--- config.mk ---
export PLATFORM = sky130hd
export DESIGN_NAME = spi_timing_master
export DESIGN_NICKNAME = d
export VERILOG_FILES = /design/src/rtl/spi_tm_pkg.sv /design/src/rtl/spi_tm_len_dec.sv /design/src/rtl/spi_tm_delay_sel.sv /design/src/rtl/spi_tm_shift.sv /design/src/rtl/spi_timing_master.sv
export SDC_FILE = /design/constraint.sdc
export NUM_CORES = 1
export LEC_CHECK = 0
export ABC_CLOCK_PERIOD_IN_PS = 8300
export BUFFER_PORTS_ARGS = -buffer_cell sky130_fd_sc_hd__buf_2
export CORE_MARGIN = 5
export CORE_UTILIZATION = 25
export CTS_BUF_LIST = sky130_fd_sc_hd__clkbuf_8
export DETAILED_ROUTE_END_ITERATION = 8
export PLACE_DENSITY_LB_ADDON = 0.05
export SETUP_SLACK_MARGIN = 0.1
export SLEW_MARGIN = 20
export SYNTH_ARGS = -nofsm -noshare
export SYNTH_HDL_FRONTEND = slang
export SYNTH_SLANG_ARGS = --single-unit
--- constraint.sdc ---
create_clock -name clk -period 8.3 [get_ports clk]
set_input_delay 1.245 -clock clk [delete_from_list [all_inputs] [get_ports clk]]
set_output_delay 1.245 -clock clk [all_outputs]
set_load 0.1 [all_outputs]
--- src/rtl/spi_tm_pkg.sv ---
package spi_tm_pkg;

  typedef enum logic [1:0] {
    ST_IDLE  = 2'd0,
    ST_LEAD  = 2'd1,
    ST_SHIFT = 2'd2,
    ST_TRAIL = 2'd3
  } xfer_st_t;

endpackage

--- src/rtl/spi_tm_len_dec.sv ---
module spi_tm_len_dec #(
  parameter int CODE_W = 4,
  parameter int LEN_W  = 5
) (
  input  logic              sel,
  input  logic [CODE_W-1:0] code,
  output logic [LEN_W-1:0]  nbits,
  output logic              bad
);

  localparam int BASE_LEN = 2 ** (CODE_W - 1);
  localparam int FULL_LEN = 2 * BASE_LEN;

  always_comb begin
    bad   = 1'b0;
    nbits = LEN_W'(BASE_LEN);
    if (sel) begin
      if (code == '0) begin
        nbits = LEN_W'(FULL_LEN);
      end else if (code[CODE_W-1]) begin
        nbits = LEN_W'(BASE_LEN) + LEN_W'(code[CODE_W-2:0]);
      end else begin
        bad = 1'b1;
      end
    end
  end

endmodule

--- src/rtl/spi_tm_delay_sel.sv ---
module spi_tm_delay_sel #(
  parameter int DIV_W      = 8,
  parameter int LEAD_W     = 7,
  parameter int TRAIL_W    = 8,
  parameter int CNT_W      = 14,
  parameter int STD_TRAIL  = 17,
  parameter int TRAIL_UNIT = 32
) (
  input  logic [DIV_W-1:0]   div,
  input  logic [LEAD_W-1:0]  lead,
  input  logic [TRAIL_W-1:0] trail,
  input  logic               lead_sel,
  input  logic               trail_sel,
  output logic [CNT_W-1:0]   lead_load,
  output logic [CNT_W-1:0]   trail_load
);

  localparam int TRAIL_MAX = TRAIL_UNIT * (2 ** TRAIL_W);

  always_comb begin
    if (!lead_sel) begin
      lead_load = CNT_W'(div);
    end else if (lead == '0) begin
      lead_load = CNT_W'(1);
    end else begin
      lead_load = CNT_W'(lead);
    end

    if (!trail_sel) begin
      trail_load = CNT_W'(STD_TRAIL);
    end else if (trail == '0) begin
      trail_load = CNT_W'(TRAIL_MAX);
    end else begin
      trail_load = CNT_W'(trail) * CNT_W'(TRAIL_UNIT);
    end
  end

endmodule

--- src/rtl/spi_tm_shift.sv ---
module spi_tm_shift #(
  parameter int WORD_W = 16,
  parameter int LEN_W  = 5
) (
  input  logic              clk,
  input  logic              rst,
  input  logic              load,
  input  logic              cpha,
  input  logic [LEN_W-1:0]  nbits,
  input  logic [WORD_W-1:0] tx,
  input  logic              drive,
  input  logic              sample,
  input  logic              miso,
  output logic              mosi,
  output logic [WORD_W-1:0] rx
);

  logic [WORD_W-1:0] txs;
  logic [LEN_W-1:0]  shamt;
  logic [WORD_W-1:0] aligned;

  assign shamt   = LEN_W'(WORD_W) - nbits;
  assign aligned = tx << shamt;

  always_ff @(posedge clk) begin
    if (rst) begin
      txs  <= '0;
      mosi <= 1'b0;
      rx   <= '0;
    end else if (load) begin
      rx <= '0;
      if (cpha) begin
        txs  <= aligned;
        mosi <= 1'b0;
      end else begin
        txs  <= aligned << 1;
        mosi <= aligned[WORD_W-1];
      end
    end else begin
      if (drive) begin
        mosi <= txs[WORD_W-1];
        txs  <= txs << 1;
      end
      if (sample) begin
        rx <= {rx[WORD_W-2:0], miso};
      end
    end
  end

endmodule

--- src/rtl/spi_timing_master.sv ---
module spi_timing_master
  import spi_tm_pkg::*;
#(
  parameter int DIV_W      = 8,
  parameter int LEAD_W     = 7,
  parameter int CODE_W     = 4,
  parameter int TRAIL_W    = 8,
  parameter int WORD_W     = 16,
  parameter int STD_TRAIL  = 17,
  parameter int TRAIL_UNIT = 32
) (
  input  logic               clk,
  input  logic               rst,
  input  logic [DIV_W-1:0]   cfg_div,
  input  logic [LEAD_W-1:0]  cfg_lead,
  input  logic [CODE_W-1:0]  cfg_len_code,
  input  logic [TRAIL_W-1:0] cfg_trail,
  input  logic               cfg_cpol,
  input  logic               cfg_cpha,
  input  logic               start,
  input  logic               cmd_lead_sel,
  input  logic               cmd_len_sel,
  input  logic               cmd_trail_sel,
  input  logic               cmd_cont,
  input  logic [WORD_W-1:0]  tx_data,
  input  logic               miso,
  output logic               busy,
  output logic               done,
  output logic [WORD_W-1:0]  rx_data,
  output logic               len_err,
  output logic               cs_n,
  output logic               sck,
  output logic               mosi
);

  localparam int LEN_W  = $clog2(WORD_W + 1);
  localparam int CNT_W  = $clog2(TRAIL_UNIT * (2 ** TRAIL_W)) + 1;
  localparam int EDGE_W = $clog2(2 * WORD_W);

  xfer_st_t           state;
  logic [CNT_W-1:0]   cnt;
  logic [EDGE_W-1:0]  edge_idx;
  logic [DIV_W-1:0]   cur_div;
  logic               cur_cpha;
  logic [LEN_W-1:0]   cur_len;
  logic [CNT_W-1:0]   trail_q;
  logic               cont_q;

  logic [LEN_W-1:0]   dec_len;
  logic               dec_bad;
  logic [CNT_W-1:0]   lead_load;
  logic [CNT_W-1:0]   trail_load;
  logic [WORD_W-1:0]  rx_word;

  logic               div_on;
  logic               accept;
  logic               edge_fire;
  logic [EDGE_W-1:0]  cur_edge;
  logic [EDGE_W-1:0]  last_edge;
  logic               drive;
  logic               sample;

  assign div_on    = cfg_div > DIV_W'(1);
  assign accept    = (state == ST_IDLE) && start && div_on;
  assign edge_fire = ((state == ST_LEAD) || (state == ST_SHIFT)) && (cnt == CNT_W'(1));
  assign cur_edge  = (state == ST_LEAD) ? '0 : edge_idx;
  assign last_edge = EDGE_W'(({1'b0, cur_len} << 1) - (LEN_W + 1)'(1));
  assign drive     = edge_fire && (cur_edge[0] != cur_cpha);
  assign sample    = edge_fire && (cur_edge[0] == cur_cpha);

  spi_tm_len_dec #(
    .CODE_W (CODE_W),
    .LEN_W  (LEN_W)
  ) i_len_dec (
    .sel   (cmd_len_sel),
    .code  (cfg_len_code),
    .nbits (dec_len),
    .bad   (dec_bad)
  );

  spi_tm_delay_sel #(
    .DIV_W      (DIV_W),
    .LEAD_W     (LEAD_W),
    .TRAIL_W    (TRAIL_W),
    .CNT_W      (CNT_W),
    .STD_TRAIL  (STD_TRAIL),
    .TRAIL_UNIT (TRAIL_UNIT)
  ) i_delay_sel (
    .div        (cfg_div),
    .lead       (cfg_lead),
    .trail      (cfg_trail),
    .lead_sel   (cmd_lead_sel),
    .trail_sel  (cmd_trail_sel),
    .lead_load  (lead_load),
    .trail_load (trail_load)
  );

  spi_tm_shift #(
    .WORD_W (WORD_W),
    .LEN_W  (LEN_W)
  ) i_shift (
    .clk    (clk),
    .rst    (rst),
    .load   (accept),
    .cpha   (cfg_cpha),
    .nbits  (dec_len),
    .tx     (tx_data),
    .drive  (drive),
    .sample (sample),
    .miso   (miso),
    .mosi   (mosi),
    .rx     (rx_word)
  );

  always_ff @(posedge clk) begin
    if (rst) begin
      state    <= ST_IDLE;
      cnt      <= '0;
      edge_idx <= '0;
      cur_div  <= '0;
      cur_cpha <= 1'b0;
      cur_len  <= '0;
      trail_q  <= '0;
      cont_q   <= 1'b0;
      busy     <= 1'b0;
      done     <= 1'b0;
      rx_data  <= '0;
      len_err  <= 1'b0;
      cs_n     <= 1'b1;
      sck      <= cfg_cpol;
    end else begin
      done <= 1'b0;
      case (state)
        ST_IDLE: begin
          sck <= cfg_cpol;
          if (accept) begin
            state    <= ST_LEAD;
            busy     <= 1'b1;
            cs_n     <= 1'b0;
            cnt      <= lead_load;
            edge_idx <= '0;
            cur_div  <= cfg_div;
            cur_cpha <= cfg_cpha;
            cur_len  <= dec_len;
            trail_q  <= trail_load;
            cont_q   <= cmd_cont;
            if (dec_bad) begin
              len_err <= 1'b1;
            end
          end
        end
        ST_LEAD: begin
          if (edge_fire) begin
            sck      <= ~sck;
            cnt      <= CNT_W'(cur_div);
            edge_idx <= EDGE_W'(1);
            state    <= ST_SHIFT;
          end else begin
            cnt <= cnt - CNT_W'(1);
          end
        end
        ST_SHIFT: begin
          if (edge_fire) begin
            sck <= ~sck;
            if (edge_idx == last_edge) begin
              cnt   <= trail_q;
              state <= ST_TRAIL;
            end else begin
              cnt      <= CNT_W'(cur_div);
              edge_idx <= edge_idx + EDGE_W'(1);
            end
          end else begin
            cnt <= cnt - CNT_W'(1);
          end
        end
        ST_TRAIL: begin
          if (cnt == CNT_W'(1)) begin
            state   <= ST_IDLE;
            busy    <= 1'b0;
            done    <= 1'b1;
            rx_data <= rx_word;
            cs_n    <= ~cont_q;
          end else begin
            cnt <= cnt - CNT_W'(1);
          end
        end
        default: state <= ST_IDLE;
      endcase
    end
  end

endmodule

After elaboration in Yosys (flattened, before gate mapping)
Cells that the tools add are included.
Widths: inputs -> output; s select.
{"block": "totals", "n_memories": 0, "ff_bits": 103, "rom_bits": 0, "latch_bits": 0, "inputBits": 53, "ram_bits": 0, "out_inout_bits": 22}
{"block": "op_classes", "n_mux": 44, "eq_ne": 15, "reduce_logical": 25, "n_mul": 0, "n_lt_le_gt_ge": 1, "div_mod_pow": 0, "addsub": 5, "shifts": 1, "bitwise_logic": 3}
{"op": "$mux 14", "n": 8}
{"op": "$pmux 14 s4", "n": 1}
{"op": "$mux 16", "n": 3}
{"op": "$mux 5", "n": 7}
{"op": "$shl 16x5->16", "n": 1}
{"op": "$pmux 5 s3", "n": 1}
{"op": "$eq 14x1->1 const B", "n": 1}
{"op": "$mux 1", "n": 14}
{"op": "$sub 14x1->14 const B", "n": 1}
{"op": "$ne 2x2->1 const B", "n": 6}
{"op": "$mux 2", "n": 5}
{"op": "$reduce_and 5->1", "n": 2}
{"op": "$gt 8x1->1 const B", "n": 1}
{"op": "$logic_not 8->1", "n": 1}
{"op": "$pmux 2 s4", "n": 1}
{"op": "$reduce_and 2->1", "n": 4}
{"op": "$logic_not 7->1", "n": 1}
{"op": "$mux 7", "n": 1}
{"op": "$pmux 1 s2", "n": 3}
{"op": "$reduce_and 3->1", "n": 2}
{"op": "$reduce_bool 3->1", "n": 2}
{"op": "$reduce_or 2->1", "n": 3}
{"op": "$add 4x3->5 const A", "n": 1}
{"op": "$add 5x1->5 const B", "n": 1}
{"op": "15 further kinds", "n": 23}

Longest topological paths before layout
Gate-level depths: netlist of the first run.
{"block": "depth", "word_depth": 8, "mapped_depth": 12}

By module
Synthesis of the first run repeated with hierarchy kept, for this count alone.
{"block": "unflattened", "cells_unflattened": 737, "hier_area_um2": 6155.9}
{"module": "spi_timing_master", "cells_per_inst": 438, "n_inst": 1, "area_per_inst_um2": 3494.6}
{"module": "spi_tm_shift", "cells_per_inst": 256, "n_inst": 1, "area_per_inst_um2": 2328.5}
{"module": "spi_tm_delay_sel", "cells_per_inst": 35, "n_inst": 1, "area_per_inst_um2": 280.3}
{"module": "spi_tm_len_dec", "cells_per_inst": 8, "n_inst": 1, "area_per_inst_um2": 52.6}

Worst setup path after synthesis of the first run
Ideal clock, no wire load.
{"block": "synth_path", "kind": "in2reg", "start": "in cfg_len_code[0]", "end": "reg i_shift.txs[8]", "arrival_ps": 3863, "n_path_buf": 2, "required_ps": 8209, "setup_slack_ps": 4346, "cell_stages": 10, "setup_ps": 91, "cell_sequence": "and3_1 > clkbuf_1 > buf_2 > inv_1 > ha_1 > xnor2_1 > mux4_2 > o31ai_1 > a21oi_1 > a311oi_1"}
{"block": "synth_via", "elab_chain_len": 8, "word_cells_on_any_way": 9}
{"item": "from (decl)", "line": "spi_timing_master.sv:16", "text": "input logic [CODE_W-1:0] cfg_len_code,"}
{"item": "$add 4x3->5", "line": "spi_tm_len_dec.sv:21", "text": "nbits = LEN_W'(BASE_LEN) + LEN_W'(code[CODE_W-2:0]);"}
{"item": "$mux 5", "line": "spi_tm_len_dec.sv:20", "text": "end else if (code[CODE_W-1]) begin"}
{"item": "$mux 5 *", "line": "spi_tm_len_dec.sv:18", "text": "if (code == '0) begin"}
{"item": "$mux 5 *", "line": "spi_tm_len_dec.sv:17", "text": "if (sel) begin"}
{"item": "$sub 5x5->5 *", "line": "spi_tm_shift.sv:22", "text": "assign shamt = LEN_W'(WORD_W) - nbits;"}
{"item": "$shl 16x5->16 *", "line": "spi_tm_shift.sv:23", "text": "assign aligned = tx << shamt;"}
{"item": "$mux 16 *", "line": "spi_tm_shift.sv:32", "text": "if (cpha) begin"}
{"item": "$mux 16 *", "line": "spi_tm_shift.sv:30", "text": "end else if (load) begin"}
{"item": "to (signal assigned)", "line": "spi_tm_shift.sv:33", "text": "txs <= aligned;"}
{"item": "to (signal assigned)", "line": "spi_tm_shift.sv:36", "text": "txs <= aligned << 1;"}
{"item": "to (signal assigned)", "line": "spi_tm_shift.sv:42", "text": "txs <= txs << 1;"}
{"item": "to (decl)", "line": "spi_tm_shift.sv:18", "text": "logic [WORD_W-1:0] txs;"}
Mark *: on every way between the ends. The rest lies on a longest branch, timed or not.
A chain may end at the register's enable or synchronous reset.

Worst setup path after layout of the first run
{"block": "layout_path", "start": "in cmd_len_sel", "end": "reg i_shift.txs[11]"}
{"block": "layout_via", "elab_chain_len": 5}
{"item": "from (decl)", "line": "spi_timing_master.sv:22", "text": "input logic cmd_len_sel,"}
{"item": "$mux 5", "line": "spi_tm_len_dec.sv:17"}
{"item": "$sub 5x5->5", "line": "spi_tm_shift.sv:22"}
{"item": "$shl 16x5->16", "line": "spi_tm_shift.sv:23"}
{"item": "$mux 16", "line": "spi_tm_shift.sv:32"}
{"item": "$mux 16", "line": "spi_tm_shift.sv:30"}
Every way passes these cells.

==> flow_metrics.py, run 1 <==
metrics = {
    "drt": {
        "drtIter0Drc": 288,
        "vias": 5127,
        "vias_per_cell": 5.056,
        "drtAntennaViolNets": 0,
        "wl_um": 17770,
        "firstDrtPassIters": 5,
        "route.detailed.drc": 0,
        "wire_per_inst_um": 17.53,
    },
    "global_route": {
        "grt-busiest-layer": "met2",
        "met2_usage_pct": 23.51,
        "use_met1_pct": 18.19,
        "antenna_found_initial": 0,
        "grt_pass1_vias": 5325,
        "grt_max_degree": 49,
        "grt_pass1_wl_um": 29020,
        "grt_overflow_total": 0,
        "grt_use_met3_pct": 2.320,
        "grt_usage_pct": 13.80,
    },
    "cts": {
        "cts_buffers": 9,
        "postCtsSetupBuffers": 0,
        "root_buffer": "clkbuf_8",
        "h-tree-depth": 3,
        "cts-resized-gates": 0,
        "clock-sinks": 99,
        "path_clk_slew_ns": 0.11,
        "clockBufferDepth": 2,
        "clk-insertion-delay-late_ns": 0.38,
        "cts_tree": "done",
        "postCtsHoldBufs": 0,
    },
    "floorplan": {
        "die_area_sq_mm": 0.02556,
        "design.core.area_sq_mm": 0.02196,
        "initial_core_util_pct": 25.57,
        "die_y_um": 159.9,
        "row_count": 54,
        "io_pins": 75,
        "die_w_um": 159.9,
    },
    "run_status": {
        "status": "finished, final reports clean",
    },
    "setup_path": {
        "cp.required_ns": 8.59,
        "path_class": "in2reg",
        "critPathMaxFanout": 29,
        "cp-end-kind": "flip-flop",
        "cp-start-kind": "input pin",
        "cp_data_arrival_time_ns": 4.40,
    },
    "logic_synthesis": {
        "syn_avg_cell_area_sq_um": 8.234,
        "ys_warn_count": 0,
        "synthArstFlopShare_pct": 0,
        "synth_cell_type_count": 65,
        "syn_nets": 744,
        "synth.cell_area_sq_mm": 0.005615,
        "syn_inst": 682,
        "ys_ff_latch": 99,
        "synth_enable_flop_cells": 1,
        "yosysSeqAreaShare_pct": 35.47,
        "synth_ff_type": "dfxtp_1",
    },
    "timing": {
        "setup_tns_ns": 0,
        "finalHoldViolCount": 0,
        "hold_ws_ns": 0.4585,
        "fin_crit_sh_pct": 49.60,
        "fmax_ghz": 0.2429,
        "rsz0062_at_grt": "false",
        "relSlewSlack_pct": 25.67,
        "finalSetupViolations": 0,
        "finalClockSkew_ns": 0.01171,
        "worst_pin_slew_ns": 1.111,
        "slew_violations": 0,
        "min_period_ns": 4.117,
    },
    "finish": {
        "final_common_cell": "nand2_1",
        "n_antenna_cell": 0,
        "layout_common_cells": "122 x nand2_1, 98 x dfxtp_1, 80 x a21oi_1",
        "utilization_pct": 29.14,
        "fin_nets": 791,
        "drive_gt1_share_pct": 17.30,
        "synthToLayoutAreaGrowth_pct": 13.95,
        "stdcell_count": 1014,
    },
    "job": {
        "drv_cap": 0,
    },
    "power_and_ir_drop": {
        "vdd_drop_max_mv": 0.08617,
        "cellLeakagePower_nw": 2.318,
        "power.total_mw": 1.703,
        "powerDensity_mw_per_mm2": 266.1,
    },
    "placement": {
        "gp_congestion": 0.8108,
        "dpl.cell_count": 997,
        "port_buffers": 74,
        "dp_hpwl_um": 12900,
    },
    "hold_path": {
        "hold_class": "reg2reg",
    },
}
through the flow:
step           worst slack [ns]  cell area (sq um)
2_1_floorplan             4.346               5615
3_3_place_gp              3.893               6203
3_5_place_dp              3.798               6203
4_1_cts                   4.196               6387
5_1_grt                   3.967               6399
6_report                  4.183               6399
cell usage after synthesis, types with 3 or more instances:
cell type,n,area [sq um]
nand2_1,122,457.9
dfxtp_1,98,1962
a21oi_1,80,400.4
clkbuf_1,36,135.1
nor2_1,36,135.1
nand3_1,29,145.1
mux2i_1,26,260.3
inv_1,18,67.56
nor3_1,16,80.08
o21ai_0,16,80.08
mux4_2,14,315.3
a211oi_1,11,82.58
xor2_1,11,96.34
a22oi_1,10,75.07
xnor2_1,10,87.58
ha_1,9,112.6
nor2b_1,9,56.30
nor4_1,8,50.05
o2bb2ai_1,7,61.31
a2111oi_0,6,52.55
a221oi_1,6,52.55
mux2_2,6,67.56
or3_1,6,37.54
a31oi_1,5,31.28
nand2b_1,5,31.28
nand4_1,5,31.28
o31ai_1,5,37.54
a21o_1,4,30.03
a311oi_1,4,35.03
and2_1,4,25.02
buf_1,4,15.01
o22ai_1,4,25.02
buf_2,3,15.01
o21a_1,3,22.52
o221ai_1,3,26.28
o31a_1,3,26.28
or4_1,3,22.52
area by class of cell:
class / count / area (sq um)
Clock buffer: 9 / 123.9
Fill cell: 2388 / 15560
Tap cell: 280 / 350.3
Clock inverter: 7 / 60.06
Inverter: 18 / 67.56
Sequential cell: 99 / 1992
Multi-Input combinational cell: 521 / 3386
Timing Repair Buffer: 80 / 419.2
cells by family after synthesis:
group | count (synthesis) | share of synthesized area, %
AO/OA/AOI/OAI | 186 | 21.88
AND/OR/NAND/NOR | 259 | 21.68
multiplexers | 46 | 11.45
flip-flops | 99 | 35.47
buffers and inverters | 62 | 4.233
XOR/XNOR | 21 | 3.275
adder cells (fa/ha/maj) | 9 | 2.005
worst max-delay path: stages:
cell      delay [ns]
buf_2           0.20
and3_1          0.18
buf_4           0.32
inv_1           0.19
ha_1            1.00
mux4_2          0.42
a32oi_1         0.11
o21ai_0         0.39
nand2_1         0.09
a311oi_1        0.25
where the power goes:
part	total, mW	switching (mW)	internal, mW
clock	0.308	0.194	0.114
combinational	0.788	0.516	0.273
sequential	0.607	0.0622	0.545
total	1.70	0.772	0.931
flip-flops by register name, indices dropped and copies added (netlist names):
name,cells
i_shift.txs,16
state,2
i_shift.mosi,1
trail_q,10
sck,1
busy,1
cs_n,1
rx_data,16
cnt,14
cur_div,8
cur_cpha,1
cur_len,4
edge_idx,5
done,1
cont_q,1
len_err,1
i_shift.rx,16
path summary, 6_finish.rpt:
| check | from | endpoint | slack, ns | depth (start not counted) |
|---|---|---|---|---|
| max | cmd_len_sel | i_shift.txs[11] | 4.18 | 10 |
| min | rx_data[14] | rx_data[14] | 0.46 | 2 |
| max reg2reg | cnt[2] | cnt[7] | 4.93 | 6 |
| min reg2reg | rx_data[14] | rx_data[14] | 0.46 | 2 |
metal layers:
metal	share of wire (%)	routed length, um
met1	46	8186
met5	0	0
met4	1.4	254
met2	49	8726
met3	3.4	608
Power figures use the tool's default switching activity.
==> inputs of run 2 (changes only) <==
--- a/config.mk
+++ b/config.mk
@@ -5,7 +5,7 @@
 export SDC_FILE = /design/constraint.sdc
 export NUM_CORES = 1
 export LEC_CHECK = 0
-export ABC_CLOCK_PERIOD_IN_PS = 8300
+export ABC_CLOCK_PERIOD_IN_PS = 4100
 export BUFFER_PORTS_ARGS = -buffer_cell sky130_fd_sc_hd__buf_2
 export CORE_MARGIN = 5
 export CORE_UTILIZATION = 25
==> constraint.sdc (replaced) <==
create_clock -name clk -period 4.1 [get_ports clk]
set_input_delay 0.615 -clock clk [delete_from_list [all_inputs] [get_ports clk]]
set_output_delay 0.615 -clock clk [all_outputs]
set_load 0.1 [all_outputs]
==> run 2 against run 1 <==
Largest cell class unchanged. Worst setup slack got worse by 3.3 ns. Critical path type is now reg2reg. Power grew 110%. Sequential share of layout area down 0.53 points. Critical endpoint is now cnt[6]. Via count grew 4.0%. Highest routed layer unchanged. Die area did not move. Combinational power increased by 110%.
==> flow_metrics.py, run 2 (synthesized netlist as in run 1, its figures left out) <==
metrics = {
    "finish": {
        "fin_nets": 800,
        "n_antenna_cell": 0,
        "top_regs": "i_shift.rx: 16 flops, i_shift.txs: 16 flops, rx_data: 16 flops",
        "drive_gt1_share_pct": 18.30,
        "final_area_sq_mm": 0.006510,
        "layout_common_cells": "122 x nand2_1, 98 x dfxtp_1, 80 x a21oi_1",
        "synthToLayoutAreaGrowth_pct": 15.93,
        "final_common_cell": "nand2_1",
    },
    "power_and_ir_drop": {
        "vdd_drop_max_mv": 0.1761,
        "combPwrFrac_pct": 45.4,
        "p_clk_share_pct": 20.4,
        "cellLeakagePower_nw": 2.386,
        "p_sw_share_pct": 44.93,
        "power.total_mw": 3.592,
        "pwr-share-seq_pct": 34.2,
        "powerDensity_mw_per_mm2": 551.7,
        "intPower_mw": 1.978,
        "switching_power_mw": 1.614,
    },
    "floorplan": {
        "design.core.area_sq_mm": 0.02196,
        "initial_core_util_pct": 25.57,
        "die_area_sq_mm": 0.02556,
        "die_w_um": 159.9,
        "io_pins": 75,
        "die_y_um": 159.9,
        "row_count": 54,
    },
    "timing": {
        "slew_violations": 0,
        "finalClockSkew_ns": 0.01564,
        "min_period_ns": 3.167,
        "fin_crit_sh_pct": 77.26,
        "fmax_ghz": 0.3157,
        "setup_tns_ns": 0,
        "relSlewSlack_pct": 42.17,
        "finalHoldViolCount": 0,
        "finalSetupViolations": 0,
        "rsz0062_at_grt": "false",
        "worst_pin_slew_ns": 0.8675,
    },
    "cts": {
        "h-tree-depth": 3,
        "path_clk_slew_ns": 0.12,
        "cts-resized-gates": 0,
        "clk-insertion-delay-late_ns": 0.39,
        "clock-sinks": 99,
        "postCtsHoldBufs": 0,
        "clockBufferDepth": 2,
        "cts_buffers": 9,
        "postCtsSetupBuffers": 0,
        "cts_tree": "done",
        "root_buffer": "clkbuf_8",
    },
    "setup_path": {
        "cp_data_arrival_time_ns": 3.45,
        "cp-start-kind": "flip-flop",
        "cp.required_ns": 4.38,
        "cp-end-kind": "flip-flop",
        "path_class": "reg2reg",
        "critPathMaxFanout": 8,
    },
    "placement": {
        "dpl-instance-area_sq_mm": 0.006279,
        "gp_congestion": 0.8121,
        "dp_hpwl_um": 13260,
        "port_buffers": 74,
    },
    "drt": {
        "drtAntennaViolNets": 0,
        "wl_um": 17940,
        "route.detailed.drc": 0,
        "firstDrtPassIters": 5,
        "wire_per_inst_um": 17.54,
        "vias": 5332,
        "drtIter0Drc": 252,
        "vias_per_cell": 5.212,
    },
    "global_route": {
        "grt_pass1_vias": 5378,
        "antenna_found_initial": 0,
        "grt_max_degree": 39,
        "grt_usage_pct": 14.06,
        "grt_overflow_total": 0,
        "grt_pass1_wl_um": 29360,
    },
    "run_status": {
        "status": "finished, final reports clean",
    },
    "hold_path": {
        "hold_class": "in2reg",
    },
    "job": {
        "drv_cap": 0,
    },
}
==> run 2: changes by cell type in the layout (fill, tap and decap cells not counted), sizes merged <==
cell      previous run  this run
buf                 80        89
clkinv               2         3
bufinv               0         1
clkinvlp             2         0
==> run 2: cell type report <==
class / instances / area [sq um]
multi-input cells: 521 / 3386
clock buffers: 9 / 123.9
inverters: 18 / 67.56
well taps: 280 / 350.3
fillers: 2362 / 15450
flip-flops and latches: 99 / 1992
repair buffers: 89 / 483.0
clock inverters: 7 / 107.6
==> run 2: layer usage <==
| metal | routed length (um) | global-route usage, % |
|---|---|---|
| met5 | 0 | 0 |
| met4 | 337 | 4.771 |
| met3 | 545 | 2.397 |
| met2 | 8594 | 23.43 |
| met1 | 8465 | 18.50 |
==> run 2: metrics by stage <==
| step | cells | hold slack [ns] | util (%) | setup WS, ns |
|---|---|---|---|---|
| global route | 1023 | 0.4047 | 29.65 | 0.6909 |
| global placement | 1007 | 0.4432 | 28.59 | 0.9832 |
| detailed placement | 1007 | 0.4465 | 28.59 | 0.8966 |
| finish | 1023 | 0.4454 | 29.65 | 0.9325 |
| floorplan | 682 | 0.4316 | - | 0.7757 |
| CTS | 1023 | 0.4122 | 29.65 | 0.8575 |
==> run 2: power groups by stage <==
| stage | sequential [mW] | combinational (mW) | clock (mW) |
|---|---|---|---|
| finish | 1.23 | 1.63 | 0.733 |
| global route | 1.25 | 1.80 | 0.807 |
| CTS | 1.23 | 1.64 | 0.763 |
| detailed placement | 1.25 | 1.63 | 0 |
| global placement | 1.25 | 1.62 | 0 |
| floorplan | 1.31 | 1.12 | 0 |
==> run 2: worst paths after layout <==
check | startpoint | to | slack, ns | cells after the start
setup / recovery | cnt[2] | cnt[6] | 0.93 | 6
hold reg to reg | rx_data[13] | rx_data[13] | 0.46 | 2
hold / removal | cmd_cont | cont_q | 0.45 | 3
setup reg to reg | cnt[2] | cnt[6] | 0.93 | 6
==> run 2: worst max-delay path, stage by stage, from the launching register on <==
cell       delay (ns)
dfxtp_1          0.38
or4_4            0.57
nor2_1           0.48
nand4_1          0.38
a21oi_1          0.65
a221oi_1         0.21
a2111oi_2        0.39
